$ cat src/rtl/arx_pkg.sv
package arx_pkg;
    typedef enum logic [1:0] {
        HALF_NONE = 2'd0,
        HALF_LO   = 2'd1,
        HALF_HI   = 2'd2
    } half_st_t;
endpackage

$ cat src/rtl/arx_rx_fifo.sv
module arx_rx_fifo #(
    parameter int WORD_W = 32,
    parameter int DEPTH  = 4
) (
    input  logic              clk,
    input  logic              rst_n,
    input  logic              push,
    input  logic [WORD_W-1:0] push_data,
    input  logic              pop,
    output logic [WORD_W-1:0] head,
    output logic              not_empty,
    output logic              full
);
    localparam int AW = (DEPTH > 1) ? $clog2(DEPTH) : 1;
    localparam int CW = $clog2(DEPTH + 1);

    logic [WORD_W-1:0] mem [DEPTH];
    logic [AW-1:0]     wr_ptr, rd_ptr;
    logic [CW-1:0]     count;
    logic              do_pop, do_push, do_ovw;

    function automatic logic [AW-1:0] step_up(input logic [AW-1:0] p);
        return (p == AW'(DEPTH - 1)) ? '0 : p + 1'b1;
    endfunction

    function automatic logic [AW-1:0] step_down(input logic [AW-1:0] p);
        return (p == '0) ? AW'(DEPTH - 1) : p - 1'b1;
    endfunction

    assign not_empty = (count != '0);
    assign full      = (count == CW'(DEPTH));
    assign head      = mem[rd_ptr];
    assign do_pop    = pop && not_empty;
    assign do_push   = push && (!full || do_pop);
    assign do_ovw    = push && full && !do_pop;

    always_ff @(posedge clk) begin
        if (do_push) begin
            mem[wr_ptr] <= push_data;
        end else if (do_ovw) begin
            mem[step_down(wr_ptr)] <= push_data;
        end
    end

    always_ff @(posedge clk or negedge rst_n) begin
        if (!rst_n) begin
            wr_ptr <= '0;
            rd_ptr <= '0;
            count  <= '0;
        end else begin
            if (do_push) wr_ptr <= step_up(wr_ptr);
            if (do_pop)  rd_ptr <= step_up(rd_ptr);
            unique case ({do_push, do_pop})
                2'b10:   count <= count + 1'b1;
                2'b01:   count <= count - 1'b1;
                default: count <= count;
            endcase
        end
    end
endmodule

$ cat src/rtl/arx_rd_ctrl.sv
module arx_rd_ctrl
    import arx_pkg::*;
(
    input  logic clk,
    input  logic rst_n,
    input  logic rd,
    input  logic sel,
    input  logic rpt,
    input  logic avail,
    output logic pop,
    output logic fwd,
    output logic err_set
);
    half_st_t state, nxt;

    always_ff @(posedge clk or negedge rst_n) begin
        if (!rst_n) state <= HALF_NONE;
        else        state <= nxt;
    end

    always_comb begin
        nxt     = state;
        pop     = 1'b0;
        fwd     = 1'b0;
        err_set = 1'b0;
        if (rd && avail) begin
            unique case (state)
                HALF_NONE: begin
                    if (!sel) begin
                        nxt = HALF_LO;
                        fwd = rpt;
                    end else begin
                        nxt     = HALF_HI;
                        err_set = rpt;
                    end
                end
                HALF_LO: begin
                    if (sel) begin
                        nxt = HALF_NONE;
                        pop = 1'b1;
                        fwd = rpt;
                    end
                end
                HALF_HI: begin
                    if (!sel) begin
                        nxt = HALF_NONE;
                        pop = 1'b1;
                    end
                end
                default: nxt = HALF_NONE;
            endcase
        end
    end
endmodule

$ cat src/rtl/arx_loopback.sv
module arx_loopback (
    input  logic selftest_n,
    input  logic tx_serial,
    input  logic line1_in,
    input  logic line2_in,
    output logic rx1_bit,
    output logic rx2_bit
);
    always_comb begin
        if (!selftest_n) begin
            rx1_bit = tx_serial;
            rx2_bit = ~tx_serial;
        end else begin
            rx1_bit = line1_in;
            rx2_bit = line2_in;
        end
    end
endmodule

$ cat src/rtl/arx_rxbuf.sv
module arx_rxbuf #(
    parameter int HALF_W = 16,
    parameter int DEPTH  = 4
) (
    input  logic              clk,
    input  logic              rst_n,
    input  logic              rx_valid,
    input  logic [2*HALF_W-1:0] rx_word,
    input  logic              host_rd,
    input  logic              host_sel,
    input  logic              rpt_en,
    output logic [HALF_W-1:0] host_data,
    output logic              data_ready,
    output logic              tx_load,
    output logic [HALF_W-1:0] tx_data,
    output logic              order_err,
    input  logic              selftest_n,
    input  logic              tx_serial,
    input  logic              line1_in,
    input  logic              line2_in,
    output logic              rx1_bit,
    output logic              rx2_bit
);
    localparam int WORD_W = 2 * HALF_W;

    logic [WORD_W-1:0] head;
    logic              not_empty, full_unused, pop, fwd, err_set;

    arx_rx_fifo #(.WORD_W(WORD_W), .DEPTH(DEPTH)) u_fifo (
        .clk       (clk),
        .rst_n     (rst_n),
        .push      (rx_valid),
        .push_data (rx_word),
        .pop       (pop),
        .head      (head),
        .not_empty (not_empty),
        .full      (full_unused)
    );

    arx_rd_ctrl u_ctrl (
        .clk     (clk),
        .rst_n   (rst_n),
        .rd      (host_rd),
        .sel     (host_sel),
        .rpt     (rpt_en),
        .avail   (not_empty),
        .pop     (pop),
        .fwd     (fwd),
        .err_set (err_set)
    );

    arx_loopback u_loop (
        .selftest_n (selftest_n),
        .tx_serial  (tx_serial),
        .line1_in   (line1_in),
        .line2_in   (line2_in),
        .rx1_bit    (rx1_bit),
        .rx2_bit    (rx2_bit)
    );

    assign host_data  = host_sel ? head[WORD_W-1:HALF_W] : head[HALF_W-1:0];
    assign data_ready = not_empty;

    always_ff @(posedge clk or negedge rst_n) begin
        if (!rst_n) begin
            tx_load   <= 1'b0;
            tx_data   <= '0;
            order_err <= 1'b0;
        end else begin
            tx_load   <= fwd;
            if (fwd) tx_data <= host_data;
            order_err <= order_err | err_set;
        end
    end
endmodule

$ cat config.mk
export PLATFORM = sky130hd
export DESIGN_NAME = arx_rxbuf
export DESIGN_NICKNAME = d
export VERILOG_FILES = /design/src/rtl/arx_pkg.sv /design/src/rtl/arx_rx_fifo.sv /design/src/rtl/arx_rd_ctrl.sv /design/src/rtl/arx_loopback.sv /design/src/rtl/arx_rxbuf.sv
export SDC_FILE = /design/constraint.sdc
export NUM_CORES = 1
export LEC_CHECK = 0
export BUFFER_PORTS_ARGS = -buffer_cell sky130_fd_sc_hd__buf_2
export CORE_ASPECT_RATIO = 0.5
export CORE_UTILIZATION = 55
export DETAILED_ROUTE_END_ITERATION = 7
export PLACE_DENSITY = 0.81
export SLEW_MARGIN = 20
export SYNTH_ARGS = -nofsm -noshare
export SYNTH_HDL_FRONTEND = slang
export SYNTH_SLANG_ARGS = --single-unit
export TNS_END_PERCENT = 1
$ cat constraint.sdc
create_clock -name clk -period 7.69 [get_ports clk]
set_input_delay 0.769 -clock clk [delete_from_list [all_inputs] [get_ports clk]]
set_output_delay 0.769 -clock clk [all_outputs]
set_load 0.1 [all_outputs]
==> results.json, run 1 <==
{
  "seqCellArea_um2": 4520,
  "synth_top_family_by_area": "multiplexers",
  "drt_iter0_drc": 263,
  "crit_arrival_ns": 2.55,
  "avgViaCountPerCell": 6.03,
  "drc_errors": 0,
  "synth_top_area_share_pct": 60.6,
  "period_needed_ns": 3.32,
  "fmax_mhz": 301,
  "fin_crit_sh_pct": 43.2,
  "final_util_pct": 67.9,
  "crit_required_ns": 6.92,
  "drive_gt1_share_pct": 41.8,
  "fin_cells": 586,
  "final_max_slew_viol_count": 0,
  "grt_pass1_vias": 3694,
  "yosys-top-cells-area": "edfxtp_1 61%, mux4_2 11%, dfrtp_1 11%, nand3_1 3.9%, mux2_2 3.5%",
  "ys_types": 36,
  "row_count": 27,
  "crit_path_max_incr_delay_ns": 0.63,
  "die_area_um2": 12000,
  "yosys.area.top_type": "edfxtp_1",
  "ios": 79,
  "cp_top_family": "multiplexers",
  "fin_skew_ns": 0.00823,
  "coreArea_um2": 11100,
  "synthArstFlopShare_pct": 17.4,
  "grt_max_degree": 36,
  "ys_warn_count": 0,
  "synthSimpleGateAreaFrac_pct": 5.88,
  "numCtsBuffers": 17,
  "totalWireLength_um": 13000,
  "maxCapViolCount": 0,
  "fillers": 675,
  "end_kind": "output pin",
  "ys.flop_type": "edfxtp_1",
  "hp-class": "primary input to async pin",
  "setup_viol": 0,
  "synth.top_cells.by_count": "128 x edfxtp_1, 49 x nand3_1, 32 x mux4_2, 27 x dfrtp_1, 20 x mux2_2",
  "grt-busiest-layer": "met2",
  "use_met1_pct": 30.9,
  "die_y_um": 78.0,
  "syn-mean-instance-area_um2": 18.4,
  "initial_utilization_pct": 57.1,
  "dp.cells": 553,
  "clk_latency_ns": 0.42,
  "gp_congestion": 0.805,
  "yosysMostFrequentCell": "edfxtp_1",
  "wire_per_inst_um": 22.2,
  "synth_seq_area_share_pct": 71.2,
  "root_buffer": "clkbuf_16",
  "antenna_found_initial": 1,
  "die_width_um": 154,
  "clk_pin_slew_worst_paths_ns": 0.06,
  "layout.nets": 474,
  "synth_compound_area_share_pct": 4.04,
  "postCtsHoldBufs": 0,
  "yosys.area_share.adder_pct": 1.10,
  "dp_hpwl_um": 7650,
  "portBuffers": 78,
  "hold_viol_final": 0,
  "grt_util_met3_pct": 7.49,
  "grt_overflow": 0,
  "synth_xor_area_share_pct": 0.414,
  "tightestPinTransition_ns": 0.994,
  "vias": 3535,
  "fin_setup_tns_ns": 0,
  "status": "finished clean",
  "worst-path-buf-inv": 2,
  "startpoint_type": "flip-flop",
  "cts_tree": "built",
  "drtPass1Iterations": 5,
  "crit_chain": "buf_4 > mux4_2 > mux2_2 > buf_2",
  "worstSetupPathType": "flip-flop to output pin",
  "syn_to_final_growth_pct": 18.9,
  "syn_inst": 344,
  "track_usage_pct": 23.6,
  "htree_levels": 4,
  "synth_edf_count": 128,
  "cts.repair.resized": 0,
  "synth_seq_cells": 155,
  "cts_sinks": 155,
  "muxShareOfSynthArea_pct": 15.5,
  "cts_setup_buffers": 0,
  "ant_nets": 0,
  "syn-cell-area_um2": 6350,
  "synth_nets": 391,
  "crit_path_top_delay_cell": "mux4_2",
  "cp_max_fo": 35,
  "relSlewSlack_pct": 33.4,
  "met2_usage_pct": 37.9,
  "grt_first_pass_wirelength_um": 20400,
  "rsz0062_at_grt": "no",
  "cts_buffer_depth": 2,
  "multi_input_area_um2": 1750
}
cells by family (layout without fill, tap and decap cells):
kind of cell,Yosys count,count (layout)
muxes,55,55
other,0,1
xor gates and xnor gates,3,3
and+or+nand+nor,69,69
adders and majority gates,5,5
AOI/OAI and AO/OA,30,30
buffers and inverters,27,123
DFF,155,155
registers in the layout, indices dropped and copies added, names as in the netlist:
register and count:
u_fifo.mem 128, tx_data 16, u_fifo.count 3, u_ctrl.state 2, u_fifo.rd_ptr 2, u_fifo.wr_ptr 2, order_err 1, tx_load 1
final timing paths:
kind,startpoint,to,slack [ns],cells past startpoint
worst min-delay path,rst_n,u_fifo.count[2],0.38,1
worst max-delay path,u_fifo.rd_ptr[0],host_data[12],4.37,4
worst min register to register,order_err,order_err,0.46,1
max in group asynchronous,rst_n,u_fifo.rd_ptr[0],6.83,1
min in group clk,order_err,order_err,0.46,1
worst max register to register,u_ctrl.state[0],u_fifo.mem[1][23],5.19,5
area by class of cell:
cell class / count / area share (%)
timing repair buffer: 86 / 5.97
sequential: 155 / 59.9
inverter: 5 / 0.249
clock inverter: 15 / 2.64
multi-input combinational: 162 / 23.2
antenna: 1 / 0.0332
tap: 145 / 2.40
clock buffer: 17 / 5.64
cell usage in the layout (no fill, tap or decap), types with 2 or more instances in the layout:
cell        instances
nor2_1              5
clkinv_2            4
o21ai_4             2
clkinv_4            4
mux4_2             32
o31ai_1            17
xor2_1              2
buf_2              78
edfxtp_1          128
o31ai_4             2
clkbuf_16          17
nand2_1             4
o21ai_0             2
nand3_1            49
mux2_2             20
ha_1                4
o2111ai_1           3
dfrtp_1            26
mux2_4              2
clkinvlp_4          2
bufinv_16           4
buf_4               8
nor2b_2             2
inv_1               5
metrics by stage:
stage,hold WS [ns],instance area [µm²],setup slack (ns)
floorplan,0.473,6350,2.54
global placement,0.435,6920,4.55
detailed placement,0.451,6920,4.51
CTS,0.390,7540,4.30
global route,0.413,7550,4.23
finish,0.383,7550,4.37
routing by layer:
metal  part of all wire, %  wire length, µm
met5                     0                0
met2                    50             6460
met3                   7.9             1020
met4                   1.3              173
met1                    41             5350
Power of run 1 is left out: the tool's default activity adds up to more than one toggle a clock period on the data nets, which glitch-free logic cannot reach.
==> run 2, diff against run 1 <==
==> constraint.sdc (replaced) <==
create_clock -name clk -period 3.3 [get_ports clk]
set_input_delay 0.33 -clock clk [delete_from_list [all_inputs] [get_ports clk]]
set_output_delay 0.33 -clock clk [all_outputs]
set_load 0.1 [all_outputs]
==> results.json, run 2 (synthesized netlist as in run 1, its figures left out) <==
{
  "status": "finished clean",
  "largest_registers": "u_fifo.mem x128, tx_data x16, u_fifo.count x3",
  "clk_latency_ns": 0.41,
  "row_count": 27,
  "crit_chain": "buf_12 > mux4_2 > mux2_2 > buf_2",
  "grt_first_pass_wirelength_um": 20400,
  "tightestPinTransition_ns": 0.907,
  "crit_path_top_delay_cell": "dfrtp_2",
  "clk_pin_slew_worst_paths_ns": 0.06,
  "coreArea_um2": 11100,
  "syn_to_final_growth_pct": 19.6,
  "wire_per_inst_um": 22.4,
  "crit_path_max_incr_delay_ns": 0.79,
  "cp_top_family": "multiplexers",
  "layout.nets": 478,
  "relSlewSlack_pct": 39.3,
  "fmax_mhz": 336,
  "final_max_slew_viol_count": 0,
  "maxCapViolCount": 0,
  "grt_pass1_vias": 3624,
  "layout.cells.most_common": "edfxtp_1",
  "hold_viol_final": 0,
  "fin_skew_ns": 0.00889,
  "drive_gt1_share_pct": 41.9,
  "startpoint_type": "flip-flop",
  "crit_arrival_ns": 2.65,
  "totalWireLength_um": 13200,
  "top_register": "u_fifo.mem",
  "numCtsBuffers": 17,
  "grt_max_degree": 34,
  "rsz0062_at_grt": "no",
  "drc_errors": 0,
  "root_buffer": "clkbuf_16",
  "portBuffers": 78,
  "track_usage_pct": 23.8,
  "gp_congestion": 0.873,
  "drt_iter0_drc": 342,
  "antenna_found_initial": 0,
  "die_width_um": 154,
  "drtPass1Iterations": 6,
  "initial_utilization_pct": 57.1,
  "worst-path-buf-inv": 2,
  "dp_hpwl_um": 8170,
  "worstSetupPathType": "flip-flop to output pin",
  "die_y_um": 78.0,
  "die_area_um2": 12000,
  "ant_nets": 0,
  "setup_viol": 0,
  "cp_max_fo": 20,
  "htree_levels": 4,
  "cts_sinks": 155,
  "crit_required_ns": 2.97,
  "ios": 79,
  "hp-class": "primary input to flip-flop",
  "avgViaCountPerCell": 6.14,
  "end_kind": "output pin",
  "dp.cells": 556,
  "diodes": 0,
  "cts_tree": "built",
  "final_cell_mix": "128 x edfxtp_1, 78 x buf_2, 49 x nand3_1",
  "cts_buffer_depth": 2,
  "fin_cells": 589,
  "grt_overflow": 0,
  "fin_crit_sh_pct": 90.3,
  "period_needed_ns": 2.98,
  "largest_reg_flops": 128,
  "vias": 3615
}
run 2: metrics by stage:
stage / area, µm² / utilization, % / TNS, ns / hold slack, ns / setup slack (ns)
floorplan: 6360 / - / -27.45 / 0.0344 / -0.643
global placement: 6990 / 62.9 / 0 / 0.396 / 0.761
detailed placement: 6990 / 62.9 / 0 / 0.407 / 0.730
CTS: 7590 / 68.3 / 0 / 0.115 / 0.272
global route: 7590 / 68.3 / 0 / 0.113 / 0.182
finish: 7590 / 68.3 / 0 / 0.133 / 0.321
run 2: layout make-up:
cell class / instances / area (µm²)
fillers: 686 / 3530
flip-flops and latches: 155 / 4520
clock inverters: 15 / 164
multi-input cells: 162 / 1760
inverters: 5 / 18.8
repair buffers: 90 / 520
well taps: 145 / 181
clock buffers: 17 / 425
run 2: worst register-to-register path: stages (launching register included):
cell and delay [ns]:
dfrtp_1 0.44, o31ai_4 0.38, a21oi_4 0.13, or2_1 0.37
o21ai_4 0.61, buf_4 0.33
run 2: final timing paths:
path	from	to	slack, ns	cells after the start
worst max-delay path	u_fifo.rd_ptr[0]	host_data[0]	0.32	4
worst min-delay path	rx_word[30]	u_fifo.mem[0][30]	0.13	1
worst max register to register	u_fifo.count[0]	u_fifo.mem[0][0]	0.73	5
worst min register to register	order_err	order_err	0.45	1
max in group asynchronous	rst_n	u_fifo.rd_ptr[0]	2.34	2
min in group asynchronous	rst_n	u_fifo.wr_ptr[0]	0.48	2
run 2: timing repair:
action	4_1_cts	5_1_grt
hold buffers	1	0
setup buffers	0	0
endpoints found under the hold margin	27	0
resized for setup	0	0
run 2: metal layers:
metal,vias to the layer above,wire length (µm),global-route usage (%),share of wire (%)
li1,1579,-,-,-
met1,1859,5700,32.5,43
met2,160,6510,36.7,49
met3,17,808,6.76,6.1
met4,0,190,9.00,1.4
met5,-,0,0,0
Power of run 2 is left out for the same reason.
==> run 3, diff against run 2 <==
--- a/config.mk
+++ b/config.mk
@@ -5,6 +5,7 @@
 export SDC_FILE = /design/constraint.sdc
 export NUM_CORES = 1
 export LEC_CHECK = 0
+export ABC_AREA = 1
 export BUFFER_PORTS_ARGS = -buffer_cell sky130_fd_sc_hd__buf_2
 export CORE_ASPECT_RATIO = 0.5
 export CORE_UTILIZATION = 55
==> results.json, run 3 <==
{
  "status": "finished clean",
  "diodes": 0,
  "multi_input_area_um2": 1650,
  "ios": 79,
  "layout.nets": 654,
  "crit_arrival_ns": 2.72,
  "drc_errors": 0,
  "cp_max_fo": 36,
  "synth_compound_area_share_pct": 10.1,
  "ant_nets": 0,
  "row_count": 27,
  "grt_first_pass_wirelength_um": 20800,
  "ys_types": 31,
  "yosys.area_share.adder_pct": 1.10,
  "yosys-top-cells-area": "edfxtp_1 60%, dfrtp_1 11%, nor2_1 6.1%, o21ai_0 5.4%, o211ai_1 3.8%",
  "grt_pass1_vias": 4073,
  "synth.top_cells.by_count": "128 x edfxtp_1, 104 x nor2_1, 68 x o21ai_0, 58 x nand2_1, 32 x o211ai_1",
  "clk_latency_ns": 0.41,
  "portBuffers": 78,
  "gp_congestion": 0.777,
  "vias": 4233,
  "wire_per_inst_um": 17.5,
  "yosys.area.top_type": "edfxtp_1",
  "clk_pin_slew_worst_paths_ns": 0.06,
  "seqCellArea_um2": 4520,
  "cts_sinks": 155,
  "hp-class": "primary input to flip-flop",
  "hold_viol_final": 0,
  "synth_seq_cells": 155,
  "grt_overflow": 0,
  "setup_viol": 0,
  "synthArstFlopShare_pct": 17.4,
  "dp_hpwl_um": 8070,
  "largest_registers": "u_fifo.mem x128, tx_data x16, u_fifo.count x3",
  "crit_required_ns": 2.97,
  "timing.critical_path.mode_cell": "nor2_1",
  "track_usage_pct": 23.6,
  "antenna_found_initial": 0,
  "dp_slack_ns": 0.736,
  "setup_ws_ns": 0.250,
  "cts_buffer_depth": 2,
  "rsz0062_at_grt": "no",
  "hp-start": "rx_word[12]",
  "crit_path_top_delay_cell": "dfrtp_2",
  "fin_setup_tns_ns": 0,
  "die_width_um": 154,
  "layout.cells.most_common": "edfxtp_1",
  "synth_top_family_by_area": "simple AND/OR/NAND/NOR gates",
  "final_cell_mix": "128 x edfxtp_1, 100 x nor2_1, 78 x buf_2",
  "worstSetupPathType": "flip-flop to output pin",
  "muxShareOfSynthArea_pct": 0,
  "grt_max_degree": 37,
  "synth_top_area_share_pct": 60.5,
  "syn_to_final_growth_pct": 18.2,
  "syn-cell-area_um2": 6360,
  "final_max_slew_viol_count": 0,
  "tightestPinTransition_ns": 0.702,
  "r2r_end": "u_fifo.count[2]",
  "yosysMostFrequentCell": "edfxtp_1",
  "post_dp_cell_area_um2": 6930,
  "drive_gt1_share_pct": 21.3,
  "relSlewSlack_pct": 53.2,
  "fin_skew_ns": 0.00745,
  "avgViaCountPerCell": 5.53,
  "initial_utilization_pct": 57.2,
  "period_needed_ns": 3.05,
  "syn_inst": 525,
  "min_delay_worst_endpoint": "u_fifo.mem[2][12]",
  "top_register": "u_fifo.mem",
  "coreArea_um2": 11100,
  "synth_edf_count": 128,
  "largest_reg_flops": 128,
  "holdPathStages": 1,
  "reg2regPathDepth": 11,
  "final_area_um2": 7520,
  "synth_xor_area_share_pct": 0.276,
  "fmax_mhz": 328,
  "startpoint_type": "flip-flop",
  "synth_seq_area_share_pct": 71.1,
  "worst-path-buf-inv": 2,
  "ys.flop_type": "edfxtp_1",
  "end_kind": "output pin",
  "drt_iter0_drc": 530,
  "cp_top_family": "buffers and inverters",
  "fillers": 757,
  "die_area_um2": 12000,
  "crit_chain": "buf_4 > nor2_1 > nor2_1 > o21ai_0 > o211ai_1 > and2_1 > buf_2",
  "ys_warn_count": 0,
  "maxCapViolCount": 0,
  "fin_crit_sh_pct": 92.4,
  "die_y_um": 78.0,
  "cts_tree": "built",
  "synth_nets": 572,
  "crit-reg2reg-launch": "u_fifo.count[0]",
  "htree_levels": 4,
  "synthSimpleGateAreaFrac_pct": 14.0,
  "cts_setup_buffers": 0,
  "totalWireLength_um": 13400,
  "root_buffer": "clkbuf_16",
  "syn-mean-instance-area_um2": 12.1,
  "r2r_slack_ns": 1.03,
  "drtPass1Iterations": 5,
  "numCtsBuffers": 17,
  "crit_path_max_incr_delay_ns": 0.79
}
==> run 3: worst max path at each step <==
stage,slack [ns],cells after the start,endpoint,start
2_1_floorplan,0.46,7,u_fifo.mem[1][0],u_fifo.count[0]
3_3_place_gp,0.82,5,host_data[6],u_fifo.rd_ptr[0]
3_5_place_dp,0.74,7,host_data[11],u_fifo.rd_ptr[0]
4_1_cts,0.29,7,host_data[11],u_fifo.rd_ptr[0]
5_1_grt,0.06,7,host_data[6],u_fifo.rd_ptr[0]
6_report,0.25,7,host_data[11],u_fifo.rd_ptr[0]
==> run 3: layout make-up <==
type / instances / area share (%)
clock inverters: 7 / 1.25
inverters: 19 / 0.982
multi-input cells: 325 / 21.9
repair buffers: 89 / 6.83
flip-flops and latches: 155 / 60.2
well taps: 145 / 2.41
clock buffers: 25 / 6.46
==> run 3: metrics by stage <==
step | hold slack [ns] | std cells | utilization (%)
2_1_floorplan | 0.0344 | 525 | -
3_3_place_gp | 0.415 | 732 | 62.3
3_5_place_dp | 0.417 | 732 | 62.3
4_1_cts | 0.110 | 765 | 67.6
5_1_grt | 0.115 | 765 | 67.6
6_report | 0.125 | 765 | 67.6
==> run 3: cells by family (layout without fill, tap and decap cells) <==
kind of cell             after synthesis  in the layout
AO/OA/AOI/OAI                        109            109
XOR/XNOR                               2              2
adder cells (fa/ha/maj)                5              5
buffers and inverters                 45            140
flip-flops                           155            155
AND/OR/NAND/NOR                      209            209
==> run 3: repair_timing <==
item,4_1_cts,5_1_grt
hold buffers,1,0
endpoints found under the hold margin,27,0
endpoints found under the setup margin,0,0
gates resized for setup,0,0
==> run 3: per-layer routing <==
layer / wire length [µm] / track usage [%]
met1: 5800 / 31.5
met2: 6560 / 38.1
met3: 767 / 5.19
met4: 239 / 9.70
met5: 0 / 0
==> run 3: worst reg2reg max path, cell delays in order (launching register included) <==
cell	delay, ns
dfrtp_1	0.41
nor2_2	0.20
a21oi_4	0.10
nand2_2	0.15
nand2_1	0.09
nand2_1	0.15
ha_1	0.17
inv_1	0.06
fa_1	0.37
a21oi_1	0.15
o21ai_0	0.13
xor2_1	0.16
Power of run 3 is left out for the same reason.
